### config.mk
export PLATFORM = sky130hd
export DESIGN_NAME = pc_fetch_seq
export DESIGN_NICKNAME = d
export VERILOG_FILES = /design/src/rtl/fetch_pkg.sv /design/src/rtl/pc_adder.sv /design/src/rtl/branch_offset.sv /design/src/rtl/pc_path_sel.sv /design/src/rtl/next_pc_mux.sv /design/src/rtl/pc_fetch_seq.sv
export SDC_FILE = /design/constraint.sdc
export NUM_CORES = 1
export LEC_CHECK = 0
export ABC_AREA = 1
export BUFFER_PORTS_ARGS = -buffer_cell sky130_fd_sc_hd__buf_2
export CAP_MARGIN = 0
export CORE_AREA = 2 2 94 96
export DETAILED_ROUTE_END_ITERATION = 7
export DIE_AREA = 0 0 96 98
export HOLD_SLACK_MARGIN = 0.05
export PLACE_DENSITY = 0.77
export SYNTH_ARGS = -nofsm -noshare
export SYNTH_HDL_FRONTEND = slang
export SYNTH_SLANG_ARGS = --single-unit
### constraint.sdc
create_clock -name clk -period 5.5 [get_ports clk]
set_input_delay 1.1 -clock clk [delete_from_list [all_inputs] [get_ports clk]]
set_output_delay 1.1 -clock clk [all_outputs]
set_load 0.05 [all_outputs]
### src/rtl/fetch_pkg.sv
package fetch_pkg;

    localparam int unsigned DEF_ADDR_W = 32;
    localparam int unsigned DEF_IMM_W  = 16;
    localparam int unsigned DEF_TGT_W  = 26;
    localparam int unsigned DEF_STEP   = 4;

    // Which source feeds the PC register on the next edge
    typedef enum logic [1:0] {
        SRC_SEQ    = 2'd0,
        SRC_BRANCH = 2'd1,
        SRC_JUMP   = 2'd2
    } next_src_e;

    // Decoded qualifiers that drive the source choice
    typedef struct packed {
        logic take_branch;
        logic take_jump;
    } fetch_sel_t;

    function automatic next_src_e pick_src(input fetch_sel_t s);
        if (s.take_jump)
            return SRC_JUMP;
        else if (s.take_branch)
            return SRC_BRANCH;
        else
            return SRC_SEQ;
    endfunction

endpackage

### src/rtl/pc_adder.sv
module pc_adder #(
    parameter int unsigned W = 32
) (
    input  logic [W-1:0] op_a,
    input  logic [W-1:0] op_b,
    output logic [W-1:0] sum
);
    // Carry out is dropped: address space wraps modulo 2^W
    always_comb sum = op_a + op_b;
endmodule

### src/rtl/branch_offset.sv
module branch_offset #(
    parameter int unsigned ADDR_W  = 32,
    parameter int unsigned IMM_W   = 16,
    parameter int unsigned ALIGN_W = 2
) (
    input  logic [IMM_W-1:0]  imm,
    output logic [ADDR_W-1:0] byte_off
);
    localparam int unsigned SEXT_W = ADDR_W - IMM_W - ALIGN_W;

    generate
        if (SEXT_W > 0) begin : g_ext
            always_comb byte_off = {{SEXT_W{imm[IMM_W-1]}}, imm, {ALIGN_W{1'b0}}};
        end else begin : g_trunc
            logic [IMM_W+ALIGN_W-1:0] wide;
            always_comb begin
                wide     = {imm, {ALIGN_W{1'b0}}};
                byte_off = wide[ADDR_W-1:0];
            end
        end
    endgenerate
endmodule

### src/rtl/pc_path_sel.sv
module pc_path_sel
    import fetch_pkg::*;
(
    input  logic      is_branch,
    input  logic      alu_zero,
    input  logic      is_jump,
    output next_src_e src
);
    fetch_sel_t sel;

    always_comb begin
        sel.take_branch = is_branch & alu_zero;
        sel.take_jump   = is_jump;
        src             = pick_src(sel);
    end
endmodule

### src/rtl/next_pc_mux.sv
module next_pc_mux
    import fetch_pkg::*;
#(
    parameter int unsigned ADDR_W  = 32,
    parameter int unsigned TGT_W   = 26,
    parameter int unsigned ALIGN_W = 2
) (
    input  next_src_e                       src,
    input  logic [ADDR_W-1:0]               seq_pc,
    input  logic [ADDR_W-1:0]               br_pc,
    input  logic [ADDR_W-TGT_W-ALIGN_W-1:0] pc_hi,
    input  logic [TGT_W-1:0]                tgt,
    output logic [ADDR_W-1:0]               next_pc
);
    logic [ADDR_W-1:0] stage1;
    logic [ADDR_W-1:0] jump_pc;

    always_comb begin
        // Stage 1: fall-through or branch target
        stage1  = (src == SRC_BRANCH) ? br_pc : seq_pc;
        // Stage 2: the jump splice overrides stage 1
        jump_pc = {pc_hi, tgt, {ALIGN_W{1'b0}}};
        next_pc = (src == SRC_JUMP) ? jump_pc : stage1;
    end
endmodule

### src/rtl/pc_fetch_seq.sv
module pc_fetch_seq
    import fetch_pkg::*;
#(
    parameter int unsigned ADDR_W = DEF_ADDR_W,
    parameter int unsigned IMM_W  = DEF_IMM_W,
    parameter int unsigned TGT_W  = DEF_TGT_W,
    parameter int unsigned STEP   = DEF_STEP
) (
    input  logic              clk,
    input  logic              rst,
    input  logic              is_branch,
    input  logic              alu_zero,
    input  logic              is_jump,
    input  logic [IMM_W-1:0]  imm_field,
    input  logic [TGT_W-1:0]  jump_tgt,
    output logic [ADDR_W-1:0] fetch_addr
);
    localparam int unsigned ALIGN_W = $clog2(STEP);
    localparam int unsigned HI_W    = ADDR_W - TGT_W - ALIGN_W;
    localparam logic [ADDR_W-1:0] STEP_V = ADDR_W'(STEP);

    logic [ADDR_W-1:0] pc_q;
    logic [ADDR_W-1:0] seq_pc;
    logic [ADDR_W-1:0] br_off;
    logic [ADDR_W-1:0] br_pc;
    logic [ADDR_W-1:0] next_pc;
    next_src_e         src;

    pc_adder #(.W(ADDR_W)) u_seq_add (
        .op_a (pc_q),
        .op_b (STEP_V),
        .sum  (seq_pc)
    );

    branch_offset #(.ADDR_W(ADDR_W), .IMM_W(IMM_W), .ALIGN_W(ALIGN_W)) u_off (
        .imm      (imm_field),
        .byte_off (br_off)
    );

    pc_adder #(.W(ADDR_W)) u_br_add (
        .op_a (seq_pc),
        .op_b (br_off),
        .sum  (br_pc)
    );

    pc_path_sel u_sel (
        .is_branch (is_branch),
        .alu_zero  (alu_zero),
        .is_jump   (is_jump),
        .src       (src)
    );

    next_pc_mux #(.ADDR_W(ADDR_W), .TGT_W(TGT_W), .ALIGN_W(ALIGN_W)) u_mux (
        .src     (src),
        .seq_pc  (seq_pc),
        .br_pc   (br_pc),
        .pc_hi   (pc_q[ADDR_W-1 -: HI_W]),
        .tgt     (jump_tgt),
        .next_pc (next_pc)
    );

    always_ff @(posedge clk) begin
        if (rst)
            pc_q <= '0;
        else
            pc_q <= next_pc;
    end

    assign fetch_addr = pc_q;
endmodule

==> out/metrics.csv, run 1 <==
stage,metric,value,unit
run_status,status,"finished, final reports clean",
logic_synthesis,netlist area before placement,4470,um2
placed_design,RePlAce Congestion,1.02,
sta,fin crit period,3.18,ns
final_layout,non-filler instance count after layout,995,
sta,final hold violations,0,
power_and_ir_drop,Leakage,2.92,nW
setup_path,cell family with most CP delay,simple AND/OR/NAND/NOR gates,
placed_design,Post-DP HPWL,12400,um
setup_path,Worst EP required,5.69,ns
clock_network,htree depth,2,
setup_path,critical-path cell list,ha_1 -> nand2_2 -> nor2_4 -> nand2_4 -> nor2_8 -> nand4_1 -> xor2_1 -> inv_1 -> ha_1 -> nand2_1 -> nor2_1 -> nand2_1 -> nor2_1 -> a21oi_1 -> nand2_1 -> nand3_1 -> nand2_1 -> inv_1,
clock_network,postcts setup bufs,0,
clock_network,CTS Buf Count,5,
drt,detailed-route via count,5248,
sta,Layout Skew,0.00369,ns
setup_path,CP startpoint kind,flip-flop,
final_layout,ant diodes,0,
clock_network,Clock Latency Late Sink,0.29,ns
clock_network,Resize count post-CTS,0,
drt,drt total wl,14600,um
logic_synthesis,Synth top area share,0.234,
drt,drt drc,0,
setup_path,WS Path Type,reg -> reg,
logic_synthesis,Synth area leaders,"nand2_1, dfxtp_1, inv_1, ha_1, nand3_1",
logic_synthesis,number of flops mapped to enable cells by yosys,0,
final_layout,Area Overhead vs Synth,12.4,%
placed_design,Port-buffer cells,76,
setup_path,WP buf/inv,2,
floorplan,Row Count,34,
drt,Initial DRC Count,351,
setup_path,Worst R2R Setup Slack,2.32,ns
logic_synthesis,#FFs+latches synth,30,
sta,final setup violation count,0,
logic_synthesis,top post-synthesis cells by count,"nand2_1, inv_1, nor2_1",
clock_network,clock-pin slew on the worst setup and hold paths,0.07,ns
min_path,Hold Path End,fetch_addr[28],
sta,Max Freq,314,MHz
logic_synthesis,Most used DFF post-synth,dfxtp_1,
setup_path,Critical Path Most Common Cell,nand2_1,
global_route,initial antenna violation count,0,
floorplan,Die Wd,96,um
sta,setup TNS,0,ns
logic_synthesis,sequential share of the synthesized area,0.134,
logic_synthesis,post-synth top area cell,nand2_1,
setup_path,worst flop-to-flop path endpoint,fetch_addr[31],
job,max_cap viols,0,
clock_network,TritonCTS Sinks,30,
global_route,total global routing overflow,0,
final_layout,nets@finish,968,
sta,period utilisation layout,0.578,
setup_path,WP data arrival,3.37,ns
power_and_ir_drop,Max VDD drop,0.0860,mV
logic_synthesis,Synth cell types,42,
floorplan,Ports,79,
final_layout,ratio of cells with drive above 1 in the final layout,0.134,
min_path,worst min path class,reg -> reg,
global_route,vias in the first global route,4774,
clock_network,CTS tree,done,
final_layout,Largest register FFs,30,
min_path,hold_sp,fetch_addr[28],
drt,Avg Vias per Cell,5.27,
logic_synthesis,Synth Instances,814,
clock_network,CTS root buffer,clkbuf_8,
drt,wire per inst,14.7,um
placed_design,Inst Count DP,987,
sta,final-report max-slew violation count,0,
min_path,hold path depth,4,
sta,slew at the pin closest to its max-slew limit,0.574,ns
logic_synthesis,top-count cell post-synth,nand2_1,
global_route,GR Util All Layers,0.324,
final_layout,FILL cells,939,
drt,DRT Pass-1 Iters,5,
global_route,first-pass GRT wire length,23600,um
setup_path,Crit. End Element,flip-flop,
setup_path,CP max FO,6,
clock_network,cts hold-fix bufs,0,
floorplan,Die ar.,9410,um2
setup_path,FF-to-FF path depth,18,
drt,Final ANT Viol Nets,0,
setup_path,R2R Path Start,fetch_addr[2],
power_and_ir_drop,P per Cell Area,181,nW/um2
floorplan,Placeable Area,8470,um2
sta,Relative slew margins,0.615,
floorplan,Die Ht,98,um
global_route,largest net degree at the start of global routing,28,
sta,RSZ-0062 raised after global routing,no,
logic_synthesis,Yosys Warn Count,0,
floorplan,Initial Util,0.528,
clock_network,CTS max path bufs,2,
setup_path,"slowest stage delay, CP",0.41,ns
setup_path,CP max-delay cell,dfxtp_1,
logic_synthesis,Post-synth ARST share,0,
logic_synthesis,"Avg Cell Area, Syn",5.49,um2
==> through the flow <==
step	power, mW	instance area [um2]	setup slack, ns	util	hold WS [ns]
3_3_place_gp	0.712	4930	2.25	0.582	0.620
2_1_floorplan	0.593	4470	2.40	-	0.791
6_report	0.908	5020	2.32	0.593	0.630
5_1_grt	0.970	5020	1.93	0.593	0.654
4_1_cts	0.897	5020	2.37	0.593	0.625
3_5_place_dp	0.712	4930	2.29	0.582	0.612
==> cells in the final DEF, fill, tap and decap left out, types with 2 or more instances in the layout <==
cell type,count
nand2_2,4
nand2_1,278
o21bai_1,4
o21ai_0,18
nor2_4,7
buf_2,76
inv_1,146
and2_1,5
dfxtp_1,30
conb_1,2
nand4_1,14
a21oi_2,4
nor3_1,9
o211ai_1,5
ha_1,34
xnor2_1,7
nand3_1,64
nor2_2,7
nor2_1,81
nand3b_1,3
clkbuf_8,6
a211oi_1,2
o21ai_1,3
xor2_1,21
a21oi_1,32
a31oi_1,2
inv_2,4
nand3_2,3
or2_2,3
==> per-layer routing <==
| layer | up-vias | track usage | routed length, um |
|---|---|---|---|
| met4 | 0 | 0.0879 | 367 |
| met3 | 34 | 0.0340 | 1100 |
| met5 | - | 0 | 0 |
| met2 | 206 | 0.507 | 6410 |
| li1 | 2673 | - | - |
| met1 | 2335 | 0.468 | 6770 |
==> power by group <==
part           internal [mW]  switching (mW)  total (mW)
Combinational          0.142           0.317       0.459
Clock                  0.101          0.0886       0.189
Sequential             0.235          0.0234       0.259
==> tightest hold or removal path: stages (launching register included) <==
cell and delay, ns:
dfxtp_1 0.36, nand2_1 0.08, nand2_1 0.06, inv_2 0.04, a21oi_1 0.05
==> cell families (layout without fill, tap and decap cells) <==
kind of cell,count (synthesis),after routing,share of synthesized area
compound gates,75,75,0.0975
simple gates,482,482,0.470
other cells,1,2,0.000840
xor+xnor,29,29,0.0585
flops,30,30,0.134
buf+inv,162,234,0.139
fa+ha+maj,35,35,0.0997
==> cell type report <==
type                            instances  area (um2)  share of cell area
Clock buffer                            7        86.3              0.0172
Clock inverter                          1        5.00            0.000997
Inverter                              150         563               0.112
Multi-Input combinational cell        623        3250               0.647
Sequential cell                        30         601               0.120
Tap cell                              108         135              0.0269
Timing Repair Buffer                   76         380              0.0758
==> how the worst max path moves through the flow <==
stage	start	endpoint	slack, ns	cells past startpoint
after floorplan	fetch_addr[2]	fetch_addr[30]	2.40	19
after global placement	is_jump	fetch_addr[6]	2.25	9
after detailed placement	is_jump	fetch_addr[5]	2.29	8
after CTS	fetch_addr[2]	fetch_addr[29]	2.37	19
after global routing	fetch_addr[2]	fetch_addr[27]	1.93	18
final	fetch_addr[2]	fetch_addr[31]	2.32	18
No activity file was read; power rests on OpenSTA's default activity.
==> run 2: changes to the inputs <==
--- a/config.mk
+++ b/config.mk
@@ -8,11 +8,11 @@
 export ABC_AREA = 1
 export BUFFER_PORTS_ARGS = -buffer_cell sky130_fd_sc_hd__buf_2
 export CAP_MARGIN = 0
-export CORE_AREA = 2 2 94 96
+export CORE_AREA = 2 2 95 97
 export DETAILED_ROUTE_END_ITERATION = 7
-export DIE_AREA = 0 0 96 98
+export DIE_AREA = 0 0 97 99
 export HOLD_SLACK_MARGIN = 0.05
-export PLACE_DENSITY = 0.77
+export PLACE_DENSITY = 0.78
 export SYNTH_ARGS = -nofsm -noshare
 export SYNTH_HDL_FRONTEND = slang
 export SYNTH_SLANG_ARGS = --single-unit
==> constraint.sdc (replaced) <==
create_clock -name clk -period 2.7 [get_ports clk]
set_input_delay 0.54 -clock clk [delete_from_list [all_inputs] [get_ports clk]]
set_output_delay 0.54 -clock clk [all_outputs]
set_load 0.05 [all_outputs]
==> out/metrics.csv, run 2 (same netlist as run 1, synthesis figures left out) <==
stage,metric,value,unit,change
power_and_ir_drop,Leakage,3.34,nW,+14%
setup_path,CP max FO,5,,-1
floorplan,Placeable Area,8550,um2,+1.0%
global_route,routing usage on met2,0.486,,-0.0219
clock_network,Clock Latency Late Sink,0.30,ns,about the same
setup_path,FF-to-FF path depth,16,,-2
placed_design,Port-buffer cells,76,,unchanged
clock_network,CTS root buffer,clkbuf_8,,
sta,Relative slew margins,0.475,,-0.139
global_route,gr busiest metal,met2,,
sta,Layout Skew,0.0183,ns,+0.0146 ns
clock_network,CTS Buf Count,5,,unchanged
final_layout,ratio of cells with drive above 1 in the final layout,0.359,,+0.225
final_layout,"most common cell after layout, fill and taps aside",nand2_1,,
power_and_ir_drop,Max VDD drop,0.155,mV,+80%
clock_network,TritonCTS Sinks,30,,unchanged
sta,Max Freq,359,MHz,+14%
floorplan,Row Count,34,,unchanged
final_layout,most frequent cells in the layout,"nand2_1, inv_1, buf_2, buf_4, nor2_1",,
setup_path,"slowest stage delay, CP",0.39,ns,-0.02 ns
floorplan,Die ar.,9600,um2,+2.1%
final_layout,Area Overhead vs Synth,42.1,%,
setup_path,WP buf/inv,2,,unchanged
clock_network,htree depth,2,,unchanged
sta,RSZ-0062 raised after global routing,yes,,
job,max_cap viols,0,,unchanged
sta,final-report max-slew violation count,0,,unchanged
setup_path,Worst EP required,2.91,ns,-2.78 ns
run_status,failing checks,negative setup slack,,
min_path,Hold Path End,fetch_addr[6],,
setup_path,Crit. End Element,flip-flop,,
drt,Initial DRC Count,511,,+46%
setup_path,worst flop-to-flop path endpoint,fetch_addr[22],,
setup_path,Critical Path Most Common Cell,nand2_1,,
floorplan,Initial Util,0.522,,-0.00525
global_route,met3 Usage GRT,0.0340,,+0.0000919
clock_network,CTS max path bufs,2,,unchanged
global_route,largest net degree at the start of global routing,22,,-21%
setup_path,CP startpoint kind,flip-flop,,
sta,period utilisation layout,1.03,,+0.455
final_layout,ant diodes,0,,unchanged
floorplan,Die Wd,97,um,+1.0%
global_route,total global routing overflow,0,,unchanged
setup_path,R2R Path Start,fetch_addr[14],,
global_route,GR Util All Layers,0.310,,-0.0139
setup_path,cell family with most CP delay,simple AND/OR/NAND/NOR gates,,
run_status,status,"complete, but fails checks",,
final_layout,nets@finish,1030,,+6.4%
floorplan,Ports,79,,unchanged
final_layout,non-filler instance count after layout,1057,,+6.2%
drt,Final ANT Viol Nets,0,,unchanged
clock_network,clock-pin slew on the worst setup and hold paths,0.06,ns,about the same
setup_path,CP max-delay cell,dfxtp_2,,
sta,WHS,0.510,ns,-0.120 ns
drt,wire per inst,15.8,um,+7.1%
placed_design,Inst Count DP,1039,,+5.3%
clock_network,CTS tree,done,,
global_route,vias in the first global route,5096,,+6.7%
power_and_ir_drop,PnR Total Power,2.16,mW,+140%
sta,fin crit period,2.79,ns,-0.391 ns
drt,DRT Pass-1 Iters,5,,unchanged
global_route,first-pass GRT wire length,24100,um,+2.0%
floorplan,Die Ht,99,um,+1.0%
sta,final setup violation count,9,,+9
final_layout,FILL cells,657,,-30%
min_path,hold_sp,jump_tgt[4],,
drt,Avg Vias per Cell,5.43,,+3.0%
setup_path,WP data arrival,3.00,ns,-0.37 ns
sta,final hold violations,0,,unchanged
setup_path,Worst R2R Setup Slack,-0.09,ns,-2.41 ns
final_layout,fin area,6350,um2,+27%
final_layout,Largest register FFs,30,,unchanged
drt,drt drc,0,,unchanged
sta,final worst slack,-0.0887,ns,-2.41 ns
global_route,M1 GR Usage,0.432,,-0.0354
placed_design,Post-DP Area,5360,um2,+8.8%
placed_design,RePlAce Congestion,1.03,,+1.6%
placed_design,Setup WS pre-CTS,-0.136,ns,-2.43 ns
setup_path,WS Path Type,reg -> reg,,
min_path,worst min path class,in -> reg,,
drt,drt total wl,16700,um,+14%
min_path,hold path depth,3,,-1
sta,slew at the pin closest to its max-slew limit,0.787,ns,+0.213 ns
power_and_ir_drop,P per Cell Area,340,nW/um2,+88%
placed_design,Post-DP HPWL,12200,um,-1.4%
global_route,initial antenna violation count,0,,unchanged
drt,detailed-route via count,5741,,+9.4%
clock_network,cts hold-fix bufs,0,,unchanged
setup_path,critical-path cell list,nand2_1 -> nor2_2 -> nand2_1 -> nor2_1 -> nand2_1 -> xor2_2 -> inv_1 -> ha_2 -> nand2_2 -> nor2_4 -> inv_2 -> nor2_4 -> nand3_2 -> nand4_1 -> nand3_1 -> a21oi_1,,
-- run 2: repair_timing --
| item | in CTS | in global routing |
|---|---|---|
| gates resized for setup | 15 | 164 |
| setup buffers | 1 | 9 |
| setup endpoints to repair | 14 | 23 |
| pin swaps | 2 | 32 |
-- run 2: final cells by class --
cell class	count	area, um2	share of cell area
Inverter	150	563	0.0887
Sequential cell	30	654	0.103
Tap cell	108	135	0.0213
Clock inverter	1	5.00	0.000788
Multi-Input combinational cell	623	4060	0.639
Timing Repair Buffer	138	846	0.133
Clock buffer	7	86.3	0.0136
-- run 2: per-stage QoR --
stage                     TNS [ns]  utilization
after detailed placement    -0.917        0.627
after global placement      -0.817        0.627
after CTS                  -0.0114        0.646
after global routing         -1.73        0.742
final                       -0.456        0.742
after floorplan                  0            -
-- run 2: worst max-delay path by stage --
stage                     slack (ns)        endpoint  cells past startpoint            from
after floorplan                 0.02  fetch_addr[30]                     19   fetch_addr[2]
after global placement         -0.15  fetch_addr[23]                     18  fetch_addr[13]
after detailed placement       -0.14  fetch_addr[23]                     18  fetch_addr[13]
after CTS                      -0.01  fetch_addr[23]                     18  fetch_addr[13]
after global routing           -0.20  fetch_addr[27]                     17  fetch_addr[14]
final                          -0.09  fetch_addr[22]                     16  fetch_addr[14]
-- run 2: per-layer routing --
metal | share of wire | vias to the layer above | routed length (um)
li1 | - | 2794 | -
met1 | 0.42 | 2572 | 7010
met2 | 0.45 | 305 | 7450
met3 | 0.085 | 70 | 1420
met4 | 0.047 | 0 | 778
met5 | 0 | - | 0
-- run 2: worst reg2reg max path: cells and delay by family (launching register included) --
family,cells,cell delay (ns)
DFF,1,0.39
buffers and inverters,2,0.13
xor gates and xnor gates,1,0.21
AOI/OAI and AO/OA,1,0.15
and+or+nand+nor,11,1.44
adders and majority gates,1,0.38
-- run 2: power by group --
part / switching, mW / internal [mW] / total, mW
logic: 0.775 / 0.447 / 1.22
registers: 0.0553 / 0.483 / 0.538
clock network: 0.191 / 0.206 / 0.397
==> run 3: changes to the inputs <==
--- a/config.mk
+++ b/config.mk
@@ -6,13 +6,14 @@
 export NUM_CORES = 1
 export LEC_CHECK = 0
 export ABC_AREA = 1
-export BUFFER_PORTS_ARGS = -buffer_cell sky130_fd_sc_hd__buf_2
 export CAP_MARGIN = 0
-export CORE_AREA = 2 2 95 97
+export CORE_AREA = 2 2 115 117
 export DETAILED_ROUTE_END_ITERATION = 7
-export DIE_AREA = 0 0 97 99
+export DIE_AREA = 0 0 117 119
+export DONT_BUFFER_PORTS = 1
 export HOLD_SLACK_MARGIN = 0.05
-export PLACE_DENSITY = 0.78
+export PLACE_DENSITY = 0.72
 export SYNTH_ARGS = -nofsm -noshare
 export SYNTH_HDL_FRONTEND = slang
+export SYNTH_HIERARCHICAL = 1
 export SYNTH_SLANG_ARGS = --single-unit
==> out/metrics.csv, run 3 <==
stage,metric,value,unit,change
run_status,status,"complete, but fails checks",,
run_status,failing checks,negative setup slack,,
clock_network,CTS Buf Count,5,,unchanged
logic_synthesis,Post-synth ARST share,0,,unchanged
global_route,GR Util All Layers,0.340,,+0.0297
setup_path,Worst R2R Setup Slack,-0.45,ns,-0.36 ns
setup_path,crit path launch,fetch_addr[9],,
clock_network,CTS tree,done,,
logic_synthesis,netlist area before placement,6870,um2,+54%
drt,drt total wl,27700,um,+66%
clock_network,TritonCTS Sinks,32,,+6.7%
final_layout,ratio of cells with drive above 1 in the final layout,0.412,,+0.0531
floorplan,Placeable Area,12900,um2,+51%
clock_network,clock-pin slew on the worst setup and hold paths,0.06,ns,about the same
setup_path,FF-to-FF path depth,26,,+10
power_and_ir_drop,Leakage,6.15,nW,+84%
logic_synthesis,Synth top area share,0.295,,+0.0613
sta,Max Freq,318,MHz,-11%
drt,wire per inst,16.2,um,+2.8%
sta,final hold violations,0,,unchanged
job,max_cap viols,0,,unchanged
logic_synthesis,Synth area leaders,"nand2_1, inv_1, ha_1, dfxtp_1, nand3_1",,
drt,Initial DRC Count,982,,+92%
sta,Layout Skew,0.00979,ns,-0.00854 ns
logic_synthesis,Synth cell types,27,,-36%
logic_synthesis,Most used DFF post-synth,dfxtp_1,,
sta,final worst slack,-0.449,ns,-0.360 ns
global_route,initial antenna violation count,1,,+1
floorplan,Die ar.,13900,um2,+45%
sta,final setup violation count,24,,+15
final_layout,fin area,10600,um2,+67%
logic_synthesis,top post-synthesis cells by count,"nand2_1, inv_1, nor2_1",,
setup_path,Worst EP required,2.89,ns,-0.02 ns
min_path,worst min path class,in -> reg,,
setup_path,CP max-delay cell,dfxtp_4,,
setup_path,R2R Path Start,fetch_addr[9],,
sta,Relative slew margins,0.558,,+0.0829
logic_synthesis,Yosys Warn Count,6,,+6
drt,drt drc,0,,unchanged
global_route,first-pass GRT wire length,37700,um,+57%
placed_design,RePlAce Congestion,0.958,,-7.3%
setup_path,Setup crit end,fetch_addr[24],,
sta,setup TNS,-7.72,ns,-7.26 ns
final_layout,nets@finish,1640,,+59%
floorplan,Row Count,42,,+24%
global_route,vias in the first global route,8102,,+59%
final_layout,most frequent cells in the layout,"nand2_1, inv_1, buf_4, nand2_2, nand3_1",,
placed_design,Inst Count DP,1681,,+62%
floorplan,Ports,79,,unchanged
placed_design,Port-buffer cells,0,,-100%
clock_network,CTS max path bufs,2,,unchanged
clock_network,CTS root buffer,clkbuf_16,,
power_and_ir_drop,Max VDD drop,0.662,mV,+330%
clock_network,cts hold-fix bufs,0,,unchanged
final_layout,non-filler instance count after layout,1706,,+61%
drt,DRT Pass-1 Iters,7,,+2
logic_synthesis,"Avg Cell Area, Syn",5.06,um2,-7.8%
final_layout,"most common cell after layout, fill and taps aside",nand2_1,,
clock_network,Clock Latency Late Sink,0.29,ns,about the same
logic_synthesis,number of flops mapped to enable cells by yosys,0,,unchanged
logic_synthesis,top-count cell post-synth,nand2_1,,
placed_design,Post-DP HPWL,17500,um,+43%
setup_path,CP startpoint kind,flip-flop,,
setup_path,WS Path Type,reg -> reg,,
setup_path,WP data arrival,3.34,ns,+0.34 ns
floorplan,Initial Util,0.534,,+0.0115
final_layout,Largest register FFs,32,,+6.7%
setup_path,Crit. End Element,flip-flop,,
global_route,largest net degree at the start of global routing,34,,+55%
floorplan,Die Wd,117,um,+21%
setup_path,worst flop-to-flop path endpoint,fetch_addr[24],,
logic_synthesis,#FFs+latches synth,32,,+6.7%
sta,period utilisation layout,1.17,,+0.133
final_layout,ant diodes,0,,unchanged
setup_path,CP max FO,4,,-1
sta,slew at the pin closest to its max-slew limit,0.661,ns,-0.126 ns
drt,detailed-route via count,9076,,+58%
final_layout,Area Overhead vs Synth,53.9,%,
drt,Final ANT Viol Nets,0,,unchanged
logic_synthesis,Synth Instances,1359,,+67%
setup_path,"slowest stage delay, CP",0.35,ns,-0.04 ns
logic_synthesis,post-synth top area cell,nand2_1,,
sta,final-report max-slew violation count,0,,unchanged
clock_network,htree depth,2,,unchanged
sta,fin crit period,3.15,ns,+0.360 ns
drt,Avg Vias per Cell,5.32,,-2.1%
power_and_ir_drop,P per Cell Area,726,nW/um2,+110%
setup_path,Critical Path Most Common Cell,nand2_1,,
placed_design,Post-DP Area,8430,um2,+57%
global_route,total global routing overflow,0,,unchanged
logic_synthesis,sequential share of the synthesized area,0.0932,,-0.0413
sta,RSZ-0062 raised after global routing,yes,,
floorplan,Die Ht,119,um,+20%
[run 3: power by group]
group	switching (mW)	internal, mW	leakage (nW)	total [mW]
combinational	3.81	2.66	5.80	6.47
clock	0.245	0.342	0.0712	0.586
sequential	0.0760	0.552	0.281	0.628
total	4.13	3.55	6.15	7.68
[run 3: stage by stage]
stage	util	total power [mW]	hold WS, ns	worst slack, ns
final	0.822	7.68	0.304	-0.449
after global routing	0.822	8.13	0.307	-0.539
after CTS	0.739	6.32	0.309	-0.227
after detailed placement	0.654	4.99	0.607	-0.549
after global placement	0.654	4.94	0.605	-0.514
after floorplan	-	3.53	0.604	0.00238
[run 3: cells by family (layout without fill, tap and decap cells)]
| logic type | after synthesis | in the layout | share of synthesized area |
|---|---|---|---|
| and+or+nand+nor | 809 | 809 | 0.482 |
| buffers and inverters | 371 | 510 | 0.226 |
| adders and majority gates | 64 | 64 | 0.119 |
| AOI/OAI and AO/OA | 48 | 48 | 0.0377 |
| xor gates and xnor gates | 32 | 32 | 0.0408 |
| DFF | 32 | 32 | 0.0932 |
| other | 3 | 35 | 0.00164 |
[run 3: repair_timing]
item,in CTS,in global routing
resized for setup,195,270
endpoints found under the setup margin,27,27
buffers inserted,8,15
pin swaps,74,199
[run 3: routing by layer]
layer  GRT usage  part of all wire  up-vias
met5           0                 0        -
met1       0.458              0.39     4150
met3      0.0260             0.081      123
li1            -                 -     4280
met4       0.122             0.048        0
met2       0.563              0.48      523
[run 3: worst min path at each step]
| stage | startpoint | to | slack [ns] | depth (start not counted) |
|---|---|---|---|---|
| after global placement | rst | fetch_addr[23] | 0.60 | 1 |
| after floorplan | rst | fetch_addr[29] | 0.60 | 1 |
| after CTS | rst | fetch_addr[25] | 0.31 | 1 |
| final | rst | fetch_addr[26] | 0.30 | 1 |
| after detailed placement | rst | fetch_addr[25] | 0.61 | 1 |
| after global routing | rst | fetch_addr[24] | 0.31 | 1 |
[run 3: critical path: cells and delay by family (launching register included)]
kind                     cells  cell delay [ns]
AND/OR/NAND/NOR             19             1.71
flip-flops                   1             0.35
adder cells (fa/ha/maj)      2             0.60
buffers and inverters        5             0.38
[run 3: area by class of cell]
type	instances	area, um2
clock buffer	6	129
sequential	32	736
fill	760	2300
timing repair buffer	182	1430
tap	176	220
inverter	320	1210
clock inverter	2	11.3
multi-input combinational	988	6840
